--- config.mk ---
export PLATFORM = sky130hd
export DESIGN_NAME = flash_cycle_engine
export DESIGN_NICKNAME = d
export VERILOG_FILES = /design/src/rtl/fce_pkg.sv /design/src/rtl/fce_opmap.sv /design/src/rtl/fce_fifo.sv /design/src/rtl/fce_seq.sv /design/src/rtl/flash_cycle_engine.sv
export SDC_FILE = /design/constraint.sdc
export NUM_CORES = 1
export LEC_CHECK = 0
export BUFFER_PORTS_ARGS = -buffer_cell sky130_fd_sc_hd__buf_4
export CORE_UTILIZATION = 50
export CTS_CLUSTER_SIZE = 10
export DETAILED_ROUTE_END_ITERATION = 8
export PLACE_DENSITY = 0.67
export SLEW_MARGIN = 20
export SYNTH_ARGS = -nofsm -noshare
export SYNTH_HDL_FRONTEND = slang
export SYNTH_HIERARCHICAL = 1
export SYNTH_SLANG_ARGS = --single-unit
--- constraint.sdc ---
create_clock -name clk -period 6.25 [get_ports clk]
set_input_delay 1.25 -clock clk [delete_from_list [all_inputs] [get_ports clk]]
set_output_delay 1.25 -clock clk [all_outputs]
set_load 0.01 [all_outputs]
--- src/rtl/fce_pkg.sv ---
package fce_pkg;

   typedef enum logic [1:0] {
      DIR_NONE = 2'd0,
      DIR_IN   = 2'd1,
      DIR_OUT  = 2'd2
   } dir_e;

   typedef struct packed {
      logic       valid;
      logic [7:0] opcode;
      logic       wren;
      logic       has_addr;
      logic       has_dummy;
      dir_e       dir;
      logic       poll;
      logic       guarded;
   } cyc_plan_t;

   localparam logic [2:0] CODE_READ  = 3'd0;
   localparam logic [2:0] CODE_PROG  = 3'd1;
   localparam logic [2:0] CODE_ERASE = 3'd2;
   localparam logic [2:0] CODE_RDID  = 3'd3;
   localparam logic [2:0] CODE_WRSR  = 3'd4;
   localparam logic [2:0] CODE_RDSR  = 3'd5;

   localparam logic [7:0] OP_WREN  = 8'h06;
   localparam logic [7:0] OP_RDSR  = 8'h05;
   localparam logic [7:0] OP_FREAD = 8'h0B;
   localparam logic [7:0] OP_PROG  = 8'h02;
   localparam logic [7:0] OP_ERASE = 8'h20;
   localparam logic [7:0] OP_RDID  = 8'h9F;
   localparam logic [7:0] OP_WRSR  = 8'h01;

   localparam int CTL_W       = 16;
   localparam int CTL_GO      = 0;
   localparam int CTL_CODE    = 1;
   localparam int CTL_CNT     = 4;
   localparam int CTL_DONE    = 12;
   localparam int CTL_CERR    = 13;
   localparam int CTL_AERR    = 14;

endpackage

--- src/rtl/fce_opmap.sv ---
module fce_opmap
   import fce_pkg::*;
(
   input  logic [2:0] code,
   output cyc_plan_t  plan
);

   always_comb begin
      plan = '0;
      plan.dir = DIR_NONE;
      case (code)
         CODE_READ: begin
            plan.valid     = 1'b1;
            plan.opcode    = OP_FREAD;
            plan.has_addr  = 1'b1;
            plan.has_dummy = 1'b1;
            plan.dir       = DIR_IN;
         end
         CODE_PROG: begin
            plan.valid    = 1'b1;
            plan.opcode   = OP_PROG;
            plan.wren     = 1'b1;
            plan.has_addr = 1'b1;
            plan.dir      = DIR_OUT;
            plan.poll     = 1'b1;
            plan.guarded  = 1'b1;
         end
         CODE_ERASE: begin
            plan.valid    = 1'b1;
            plan.opcode   = OP_ERASE;
            plan.wren     = 1'b1;
            plan.has_addr = 1'b1;
            plan.poll     = 1'b1;
            plan.guarded  = 1'b1;
         end
         CODE_RDID: begin
            plan.valid  = 1'b1;
            plan.opcode = OP_RDID;
            plan.dir    = DIR_IN;
         end
         CODE_WRSR: begin
            plan.valid  = 1'b1;
            plan.opcode = OP_WRSR;
            plan.wren   = 1'b1;
            plan.dir    = DIR_OUT;
            plan.poll   = 1'b1;
         end
         CODE_RDSR: begin
            plan.valid  = 1'b1;
            plan.opcode = OP_RDSR;
            plan.dir    = DIR_IN;
         end
         default: plan.valid = 1'b0;
      endcase
   end

endmodule

--- src/rtl/fce_fifo.sv ---
module fce_fifo #(
   parameter  int DEPTH = 64,
   localparam int IDX_W = $clog2(DEPTH)
) (
   input  logic             clk,
   input  logic             host_we,
   input  logic [IDX_W-1:0] host_widx,
   input  logic [7:0]       host_wdata,
   input  logic [IDX_W-1:0] host_ridx,
   output logic [7:0]       host_rdata,
   input  logic             eng_we,
   input  logic [IDX_W-1:0] eng_idx,
   input  logic [7:0]       eng_wdata,
   output logic [7:0]       eng_rdata
);

   logic [7:0] mem [DEPTH];

   // engine capture wins over a host write to the same entry
   always_ff @(posedge clk) begin
      for (int i = 0; i < DEPTH; i++) begin
         if (eng_we && eng_idx == IDX_W'(i))
            mem[i] <= eng_wdata;
         else if (host_we && host_widx == IDX_W'(i))
            mem[i] <= host_wdata;
      end
   end

   assign host_rdata = mem[host_ridx];
   assign eng_rdata  = mem[eng_idx];

endmodule

--- src/rtl/fce_seq.sv ---
module fce_seq
   import fce_pkg::*;
#(
   parameter  int ADDR_W   = 24,
   parameter  int CNT_W    = 6,
   parameter  int POLL_MAX = 1000,
   localparam int ADDR_BYTES = ADDR_W / 8,
   localparam int AB_W     = (ADDR_BYTES > 1) ? $clog2(ADDR_BYTES) : 1,
   localparam int PC_W     = $clog2(POLL_MAX + 1)
) (
   input  logic              clk,
   input  logic              rst_n,
   input  logic              start,
   input  cyc_plan_t         plan,
   input  logic [CNT_W-1:0]  len_m1,
   input  logic [ADDR_W-1:0] addr,
   input  logic [ADDR_W-1:0] prot_lo,
   input  logic [ADDR_W-1:0] prot_hi,
   input  logic              spi_ack,
   input  logic [7:0]        spi_rx,
   output logic              spi_cs_n,
   output logic              spi_req,
   output logic [7:0]        spi_tx,
   output logic [CNT_W-1:0]  fifo_idx,
   output logic              fifo_we,
   output logic [7:0]        fifo_wdata,
   input  logic [7:0]        fifo_rdata,
   output logic              busy,
   output logic              fin_done,
   output logic              fin_cerr,
   output logic              fin_aerr
);

   typedef enum logic [3:0] {
      S_IDLE, S_WREN, S_WGAP, S_OP, S_ADDR, S_DUMMY, S_DATA,
      S_EGAP, S_PCMD, S_PRD, S_PGAP, S_DONE, S_CERR, S_AERR
   } st_e;

   st_e             state;
   logic [CNT_W-1:0] idx;
   logic [AB_W-1:0]  abyte;
   logic [PC_W-1:0]  pcnt;
   logic [7:0]       addr_bytes [ADDR_BYTES];
   logic             in_frame;
   logic             hit;
   st_e              after_hdr;

   for (genvar b = 0; b < ADDR_BYTES; b++) begin : g_abyte
      assign addr_bytes[b] = addr[ADDR_W-1-8*b -: 8];
   end

   assign hit       = (addr >= prot_lo) && (addr <= prot_hi);
   assign after_hdr = (plan.dir == DIR_NONE) ? S_EGAP : S_DATA;
   assign in_frame  = (state inside {S_WREN, S_OP, S_ADDR, S_DUMMY, S_DATA, S_PCMD, S_PRD});
   assign spi_req   = in_frame;
   assign spi_cs_n  = !in_frame;
   assign busy      = (state != S_IDLE);
   assign fin_done  = (state == S_DONE);
   assign fin_cerr  = (state == S_CERR);
   assign fin_aerr  = (state == S_AERR);
   assign fifo_idx  = idx;
   assign fifo_wdata = spi_rx;
   assign fifo_we   = (state == S_DATA) && spi_ack && (plan.dir == DIR_IN);

   always_comb begin
      case (state)
         S_WREN:  spi_tx = OP_WREN;
         S_OP:    spi_tx = plan.opcode;
         S_ADDR:  spi_tx = addr_bytes[abyte];
         S_DATA:  spi_tx = (plan.dir == DIR_OUT) ? fifo_rdata : 8'h00;
         S_PCMD:  spi_tx = OP_RDSR;
         default: spi_tx = 8'h00;
      endcase
   end

   always_ff @(posedge clk or negedge rst_n) begin
      if (!rst_n) begin
         state <= S_IDLE;
         idx   <= '0;
         abyte <= '0;
         pcnt  <= '0;
      end else begin
         case (state)
            S_IDLE: if (start) begin
               idx   <= '0;
               abyte <= '0;
               pcnt  <= '0;
               if (!plan.valid)              state <= S_CERR;
               else if (plan.guarded && hit) state <= S_AERR;
               else if (plan.wren)           state <= S_WREN;
               else                          state <= S_OP;
            end
            S_WREN: if (spi_ack) state <= S_WGAP;
            S_WGAP: state <= S_OP;
            S_OP: if (spi_ack) state <= plan.has_addr ? S_ADDR : after_hdr;
            S_ADDR: if (spi_ack) begin
               if (abyte == AB_W'(ADDR_BYTES - 1))
                  state <= plan.has_dummy ? S_DUMMY : after_hdr;
               else
                  abyte <= abyte + 1'b1;
            end
            S_DUMMY: if (spi_ack) state <= S_DATA;
            S_DATA: if (spi_ack) begin
               if (idx == len_m1) state <= S_EGAP;
               else               idx   <= idx + 1'b1;
            end
            S_EGAP: state <= plan.poll ? S_PCMD : S_DONE;
            S_PCMD: if (spi_ack) state <= S_PRD;
            S_PRD: if (spi_ack) begin
               if (!spi_rx[0])                      state <= S_DONE;
               else if (pcnt == PC_W'(POLL_MAX - 1)) state <= S_CERR;
               else begin
                  pcnt  <= pcnt + 1'b1;
                  state <= S_PGAP;
               end
            end
            S_PGAP:  state <= S_PCMD;
            default: state <= S_IDLE;
         endcase
      end
   end

endmodule

--- src/rtl/flash_cycle_engine.sv ---
module flash_cycle_engine
   import fce_pkg::*;
#(
   parameter  int ADDR_W     = 24,
   parameter  int FIFO_DEPTH = 64,
   parameter  int POLL_MAX   = 1000,
   localparam int CNT_W      = $clog2(FIFO_DEPTH)
) (
   input  logic              clk,
   input  logic              rst_n,
   input  logic              addr_we,
   input  logic [ADDR_W-1:0] addr_wdata,
   input  logic [ADDR_W-1:0] prot_lo,
   input  logic [ADDR_W-1:0] prot_hi,
   input  logic              fifo_we,
   input  logic [CNT_W-1:0]  fifo_widx,
   input  logic [7:0]        fifo_wdata,
   input  logic [CNT_W-1:0]  fifo_ridx,
   output logic [7:0]        fifo_rdata,
   input  logic              ctl_we,
   input  logic [15:0]       ctl_wdata,
   output logic [15:0]       ctl_rdata,
   output logic              spi_cs_n,
   output logic              spi_req,
   output logic [7:0]        spi_tx,
   input  logic              spi_ack,
   input  logic [7:0]        spi_rx
);

   initial begin
      assert (ADDR_W % 8 == 0 && ADDR_W >= 8)
         else $error("ADDR_W must be a whole number of bytes");
      assert (FIFO_DEPTH >= 2 && (1 << CNT_W) == FIFO_DEPTH)
         else $error("FIFO_DEPTH must be a power of two");
      assert (CNT_W <= CTL_DONE - CTL_CNT)
         else $error("count field overlaps status bits");
      assert (POLL_MAX >= 1)
         else $error("POLL_MAX must be at least 1");
   end

   logic              start_q;
   logic [2:0]        code_q;
   logic [CNT_W-1:0]  cnt_q;
   logic [ADDR_W-1:0] addr_q;
   logic              st_done, st_cerr, st_aerr;
   logic              seq_busy, busy_all, accept, go;
   logic              fin_done, fin_cerr, fin_aerr;
   cyc_plan_t         plan;
   logic [CNT_W-1:0]  eng_idx;
   logic              eng_we;
   logic [7:0]        eng_wdata, eng_rdata;
   logic              unused_ctl;

   assign unused_ctl = ^ctl_wdata;
   assign busy_all   = start_q | seq_busy;
   assign accept     = ctl_we && !busy_all;
   assign go         = accept && ctl_wdata[CTL_GO];

   always_ff @(posedge clk or negedge rst_n) begin
      if (!rst_n) begin
         start_q <= 1'b0;
         code_q  <= '0;
         cnt_q   <= '0;
         addr_q  <= '0;
         st_done <= 1'b0;
         st_cerr <= 1'b0;
         st_aerr <= 1'b0;
      end else begin
         start_q <= go;
         if (go) begin
            code_q <= ctl_wdata[CTL_CODE +: 3];
            cnt_q  <= ctl_wdata[CTL_CNT +: CNT_W];
         end
         if (addr_we && !busy_all) addr_q <= addr_wdata;
         if (fin_done)                              st_done <= 1'b1;
         else if (accept && ctl_wdata[CTL_DONE])    st_done <= 1'b0;
         if (fin_cerr)                              st_cerr <= 1'b1;
         else if (accept && ctl_wdata[CTL_CERR])    st_cerr <= 1'b0;
         if (fin_aerr)                              st_aerr <= 1'b1;
         else if (accept && ctl_wdata[CTL_AERR])    st_aerr <= 1'b0;
      end
   end

   always_comb begin
      ctl_rdata = '0;
      ctl_rdata[CTL_GO]            = busy_all;
      ctl_rdata[CTL_CODE +: 3]     = code_q;
      ctl_rdata[CTL_CNT +: CNT_W]  = cnt_q;
      ctl_rdata[CTL_DONE]          = st_done;
      ctl_rdata[CTL_CERR]          = st_cerr;
      ctl_rdata[CTL_AERR]          = st_aerr;
   end

   fce_opmap u_opmap (
      .code (code_q),
      .plan (plan)
   );

   fce_fifo #(.DEPTH(FIFO_DEPTH)) u_fifo (
      .clk        (clk),
      .host_we    (fifo_we),
      .host_widx  (fifo_widx),
      .host_wdata (fifo_wdata),
      .host_ridx  (fifo_ridx),
      .host_rdata (fifo_rdata),
      .eng_we     (eng_we),
      .eng_idx    (eng_idx),
      .eng_wdata  (eng_wdata),
      .eng_rdata  (eng_rdata)
   );

   fce_seq #(
      .ADDR_W   (ADDR_W),
      .CNT_W    (CNT_W),
      .POLL_MAX (POLL_MAX)
   ) u_seq (
      .clk        (clk),
      .rst_n      (rst_n),
      .start      (start_q),
      .plan       (plan),
      .len_m1     (cnt_q),
      .addr       (addr_q),
      .prot_lo    (prot_lo),
      .prot_hi    (prot_hi),
      .spi_ack    (spi_ack),
      .spi_rx     (spi_rx),
      .spi_cs_n   (spi_cs_n),
      .spi_req    (spi_req),
      .spi_tx     (spi_tx),
      .fifo_idx   (eng_idx),
      .fifo_we    (eng_we),
      .fifo_wdata (eng_wdata),
      .fifo_rdata (eng_rdata),
      .busy       (seq_busy),
      .fin_done   (fin_done),
      .fin_cerr   (fin_cerr),
      .fin_aerr   (fin_aerr)
   );

endmodule

==> results of run 1 <==
-- critical path: cells and delay by family, from the launching register on --
family                 cells  cell delay [ps]
AOI/OAI and AO/OA          3              810
muxes                      1              620
and+or+nand+nor            2              750
buffers and inverters      2              620
DFF                        1              930
-- registers in the layout (all words and copies together) (netlist names) --
| register | cells |
|---|---|
| u_fifo/mem | 512 |
| addr_q | 24 |
| u_seq/pcnt | 10 |
| cnt_q | 6 |
| u_seq/fifo_idx | 6 |
| u_seq/state | 4 |
| code_q | 3 |
| u_seq/abyte | 2 |
| st_aerr | 1 |
| st_cerr | 1 |
| st_done | 1 |
| start_q | 1 |
-- kinds of logic (layout without fill, tap and decap cells) --
family / after synthesis / after routing / synth area share, %
compound gates: 293 / 293 / 5.40
fa+ha+maj: 51 / 51 / 1.77
xor+xnor: 18 / 18 / 0.438
other cells: 2 / 7 / 0.0208
buf+inv: 336 / 373 / 4.12
simple gates: 457 / 457 / 7.06
mux: 858 / 858 / 34.4
flops: 571 / 571 / 46.8
-- through the flow --
stage / cells / hold WS, ps
CTS: 3574 / 544
global route: 3575 / 557
global placement: 3469 / 517
finish: 3578 / 538
detailed placement: 3469 / 529
floorplan: 2588 / 497
-- power by group through the flow --
stage / clock [mW] / sequential [mW] / combinational, mW
2_1_floorplan: 0 / 4.57 / 2.21
3_3_place_gp: 0 / 4.76 / 2.85
3_5_place_dp: 0 / 4.78 / 2.93
4_1_cts: 3.78 / 4.70 / 2.95
5_1_grt: 3.90 / 4.74 / 3.18
6_report: 3.73 / 4.70 / 2.98
-- placed cells by master (no fill, tap or decap), types with 9 or more instances in the layout --
master	Yosys	final
nor2_1	51	46
and2_1	10	11
and3_1	10	10
a21oi_1	73	73
dfrtp_1	59	57
nand3_1	49	49
o221ai_1	15	15
o21ai_0	57	46
nand2_1	177	177
clkbuf_1	157	22
clkbuf_16	0	73
a22oi_1	80	80
nand4_1	17	17
mux2_1	54	54
buf_4	30	194
mux2_2	498	498
edfxtp_1	512	512
inv_1	63	63
o22ai_1	10	10
mux4_2	249	249
nand2b_1	10	10
o21ai_1	1	12
ha_1	51	51
a22o_1	9	9
nand3_2	32	32
xor2_1	10	10
nor3_1	21	20
mux2i_1	57	57
-- final timing paths --
check	from	end	slack (ps)
worst max-delay path	u_seq/fifo_idx[0]	spi_tx[4]	610
worst min-delay path	u_seq/pcnt[0]	u_seq/pcnt[0]	540
worst max register to register	u_seq/state[2]	u_fifo/mem[28][7]	1630
worst min register to register	u_seq/pcnt[0]	u_seq/pcnt[0]	540
max in group asynchronous	rst_n	u_seq/fifo_idx[0]	4940
min in group asynchronous	rst_n	cnt_q[4]	710
-- final cells by class --
cell class / instances / area (sq um) / area share [%]
clock buffers: 98 / 1950 / 4.91
multi-input cells: 1681 / 17700 / 44.7
inverters: 63 / 236 / 0.596
flip-flops and latches: 571 / 16900 / 42.5
repair buffers: 205 / 1660 / 4.17
well taps: 950 / 1190 / 2.99
diodes: 3 / 7.51 / 0.0189
clock inverters: 7 / 56.3 / 0.142
-- layer usage --
layer	track usage (%)	wire [um]	up-vias	part of all wire, %
met3	7.43	12100	264	10
met1	42.2	44800	12800	39
met5	0	0	-	0
met4	12.0	5170	0	4.5
li1	-	-	10200	-
met2	50.2	54100	1466	47
==> impl_metrics.ini, run 1 <==
[status]
status = finished, final reports clean

[cts]
cts_buffer_depth = 3
cts_buffers = 70
hold_buffers = 0
cts_resized = 0
h-tree-depth = 3
cts_tree = yes
clk_latency_ps = 620
cts_setup_buffers = 0
cts_sinks = 571
clockRootBuffer = clkbuf_16
clk_pin_slew_worst_paths_ps = 60

[pwr]
pwr-share-seq_pct = 41.2
p_int_mw = 7.92
pwr-share-comb_pct = 26.1
p_per_area_mw_per_mm2 = 287
p_leak_nw = 13.7
switching_share_pct = 30.6
ir_worst_vdd_v = 0.000291
finalPower_mw = 11.4
power_switching_mw = 3.49
p_clk_share_pct = 32.7

[finish]
drive_above_1_share_pct = 42.2
layout.nets = 2765
final_cell_area_sq_mm = 0.0397
utilization_pct = 55.6
n_fill_cell = 5751
syn2layout_area_growth_pct = 10.2

[placed_design]
dp_slack_ps = 1260
dp_hpwl_um = 76700
routabilityCongestion = 1.04
post_dp_cell_area_sq_mm = 0.0377
port_buffers = 149

[logic_synthesis]
yosysWarnings = 6
synthCells = 2586
ys_ff_latch = 571
synthTopCellsByArea = edfxtp_1 (43%), mux2_2 (16%), mux4_2 (16%), dfrtp_1 (4.1%), nand2_1 (1.8%)
synth_top_cell_area_share_pct = 42.7
synth_commonest_cells = edfxtp_1 (512), mux2_2 (498), mux4_2 (249)
ys_types = 78
synth_area_sq_mm = 0.0360
ys_async_sr_fraction_pct = 10.3
ys.flop_type = edfxtp_1
synth_edf_count = 512
synth_most_common_cell = edfxtp_1
syn_avg_cell_area_sq_um = 13.9
synth_top_area_cell = edfxtp_1
yosysSeqAreaShare_pct = 46.8

[grt]
grt_usage_pct = 31.6
overflow = 0
grt_pass1_wl_um = 168000
grt_start_max_net_pins = 69
grt_pass1_vias = 24400
antenna_found_initial = 0

[detailed_routing]
avgRoutedWirePerCell_um = 32.5
postRouteAntennaNets = 0
drc = 0
dr.pass1.iters = 6
routed_wl_um = 116000
num_vias = 24700
routed_via_density = 6.91
drt_iter0_drc = 3333

[floorplan]
io_pins = 156
die-area_sq_mm = 0.0731
core_sq_mm = 0.0714
die_y_um = 270
die_x_um = 270
rows = 98
initial_core_util_pct = 50.5

[worst_setup_path]
cpPeakStageDelay_ps = 930
crit_fanout = 38
ff2ff_path_depth = 7
endpoint_kind = primary output
crit_chain = buf_4, mux4_2, a22oi_1, a21oi_1, or4_1, a22oi_1, nand2_1, buf_4
arrival_ps = 4390
path_class = flop to primary output
start_kind = flop
cp.required_ps = 5000
critical-path-slowest-cell = dfrtp_4

[timing]
hold_viol = 0
fin_setup_tns_ps = 0
setup_slack_ps = 613
min_period_ps = 5640
slew_viol_final = 0
rsz0062_at_grt = no
worst_pin_slew_ps = 1200
skew_ps = 16.4
fmax_ghz = 0.177
finalSetupViolCount = 0
fin_crit_sh_pct = 90.2
maxSlewHeadroom_pct = 19.8

[min_path]
hp-class = flop to flop
holdPathStages = 1

[flow_run]
drv_cap = 0
Power figures use the tool's default switching activity.
==> inputs of run 2 (changes only) <==
BUFFER_PORTS_ARGS = not set   (was -buffer_cell sky130_fd_sc_hd__buf_4)
DONT_BUFFER_PORTS = 1   (was not set)
PLACE_DENSITY = not set   (was 0.67)
==> run 2 against run 1 <==
Net effect:
- combinational power down 16%
- non-clock buffer count shrank 155
- routed wire length grew 2.8%
- first-iteration DRC count shrank 2.6%
- power decreased by 3.4%
- final cell count is 4.1% lower
- clock skew up 6.7 ps
- fmax is 1.8% higher
- sequential cell count is the same
- critical path depth fell by 1
- highest routed layer is now met5
==> impl_metrics.ini, run 2 (same netlist as run 1, synthesis figures left out) <==
[status]
status = finished, final reports clean

[placed_design]
port_buffers = 0
dp_slack_ps = 1390
dp_hpwl_um = 75400
routabilityCongestion = 0.956
placed_cells = 3315

[cts]
cts_buffers = 70
cts_resized = 0
cts_tree = yes
clockRootBuffer = clkbuf_16
clk_latency_ps = 620
h-tree-depth = 3
clk_pin_slew_worst_paths_ps = 60
hold_buffers = 0
cts_sinks = 571
cts_setup_buffers = 0
cts_buffer_depth = 3

[flow_run]
drv_cap = 0

[worst_setup_path]
critical-path-slowest-cell = dfrtp_4
r2r_slack_ps = 1460
timing.rr.start = u_seq/state[2]
path_class = flop to primary output
endpoint_kind = primary output
worst_path_most_repeated_cell = a22oi_1
worst_r2r_endpoint = u_fifo/mem[44][1]
cpPeakStageDelay_ps = 930
crit_buf_inv = 1
cp.required_ps = 5000
ff2ff_path_depth = 7
crit_chain = buf_12, mux4_2, a22oi_1, a21oi_1, or4_1, a22oi_1, nand2_1
arrival_ps = 4290
crit_fanout = 44
cpLargestDelayFamily = flip-flops
start_kind = flop

[detailed_routing]
drc = 0
avgRoutedWirePerCell_um = 34.8
num_vias = 24200
met3_length_um = 13400
drt-met1-wl_um = 45600
postRouteAntennaNets = 0
routed_wl_um = 119000
top_layer_used = met5
routed_via_density = 7.04
dr.pass1.iters = 6
drt_iter0_drc = 3247
route.met2.wl_um = 55800

[floorplan]
io_pins = 156
rows = 98
initial_core_util_pct = 50.5
core_sq_mm = 0.0714
die-area_sq_mm = 0.0731
die_x_um = 270
die_y_um = 270

[finish]
drive_above_1_share_pct = 38.5
n_fill_cell = 5911
top_regs = u_fifo/mem (512), addr_q (24), u_seq/pcnt (10)
instances_no_fill = 3432
syn2layout_area_growth_pct = 6.93
mostFrequentLayoutCells = edfxtp_1 (512), mux2_2 (498), mux4_2 (249)
layout.nets = 2610
largest_reg_flops = 512
top_register = u_fifo/mem
layout.cells.most_common = edfxtp_1

[grt]
grt_pass1_wl_um = 169000
grt_pass1_vias = 23700
grt_start_max_net_pins = 129
antenna_found_initial = 4
grt_usage_pct = 32.3
overflow = 0

[pwr]
p_per_area_mw_per_mm2 = 286
p_leak_nw = 12.9
ir_worst_vdd_v = 0.000246
finalPower_mw = 11.0

[timing]
slew_viol_final = 0
worst_pin_slew_ps = 1270
fin_crit_sh_pct = 88.6
setup_slack_ps = 715
rsz0062_at_grt = no
maxSlewHeadroom_pct = 14.7
min_period_ps = 5540
finalSetupViolCount = 0
fmax_ghz = 0.181
hold_viol = 0
skew_ps = 23.1
holdWs_ps = 324
fin_setup_tns_ps = 0

[min_path]
hp-class = input pin to async pin
## run 2: cell types whose count changed in the layout (fill, tap and decap cells not counted), moves of 2 or more
cell and delta:
buf_12 -5, buf_4 -147, clkbuf_1 +6, clkbuf_16 +2, clkbuf_8 -4, clkinv_1 +3
clkinv_2 -2, clkinv_8 +2, nor2_2 -2, o21ai_0 +5, o21ai_1 -5
## run 2: worst max path at each step
stage / start / to / slack (ps) / cells after the start
after floorplan: fifo_ridx[0] / fifo_rdata[1] / 2040 / 6
after CTS: u_seq/fifo_idx[0] / spi_tx[6] / 710 / 7
after detailed placement: u_seq/fifo_idx[0] / spi_tx[0] / 1390 / 6
after global routing: u_seq/fifo_idx[0] / spi_tx[3] / 600 / 7
final: u_seq/fifo_idx[0] / spi_tx[4] / 710 / 7
after global placement: u_seq/fifo_idx[0] / spi_tx[6] / 1420 / 7
## run 2: area by class of cell
type / count / area, sq um / area share, %
Antenna cell: 4 / 10.0 / 0.0260
Clock buffer: 103 / 1980 / 5.15
Clock inverter: 10 / 68.8 / 0.179
Inverter: 63 / 236 / 0.614
Multi-Input combinational cell: 1681 / 17800 / 46.1
Sequential cell: 571 / 16900 / 43.8
Tap cell: 950 / 1190 / 3.09
Timing Repair Buffer: 50 / 413 / 1.07
## run 2: routing by layer
layer,global-route usage (%),vias up
li1,-,9955
met4,12.5,6
met3,8.64,237
met2,50.5,1430
met1,43.1,12500
met5,0,-
## run 2: worst register-to-register path, delay by kind of cell, from the launching register on
kind,cells,cell delay (ps)
simple gates,6,3350
flops,1,750
mux,1,420
## run 2: report_power, final
group | internal, mW | switching, mW | total (mW) | leakage [nW]
registers | 4.34 | 0.384 | 4.72 | 5.34
clock network | 2.18 | 1.61 | 3.79 | 0.989
logic | 1.24 | 1.26 | 2.51 | 6.57
## run 2: through the flow
| stage | utilization, % | instance area (sq um) |
|---|---|---|
| 2_1_floorplan | - | 36000 |
| 3_3_place_gp | 51.0 | 36400 |
| 3_5_place_dp | 51.1 | 36400 |
| 4_1_cts | 53.9 | 38500 |
| 5_1_grt | 54.0 | 38500 |
| 6_report | 54.0 | 38500 |
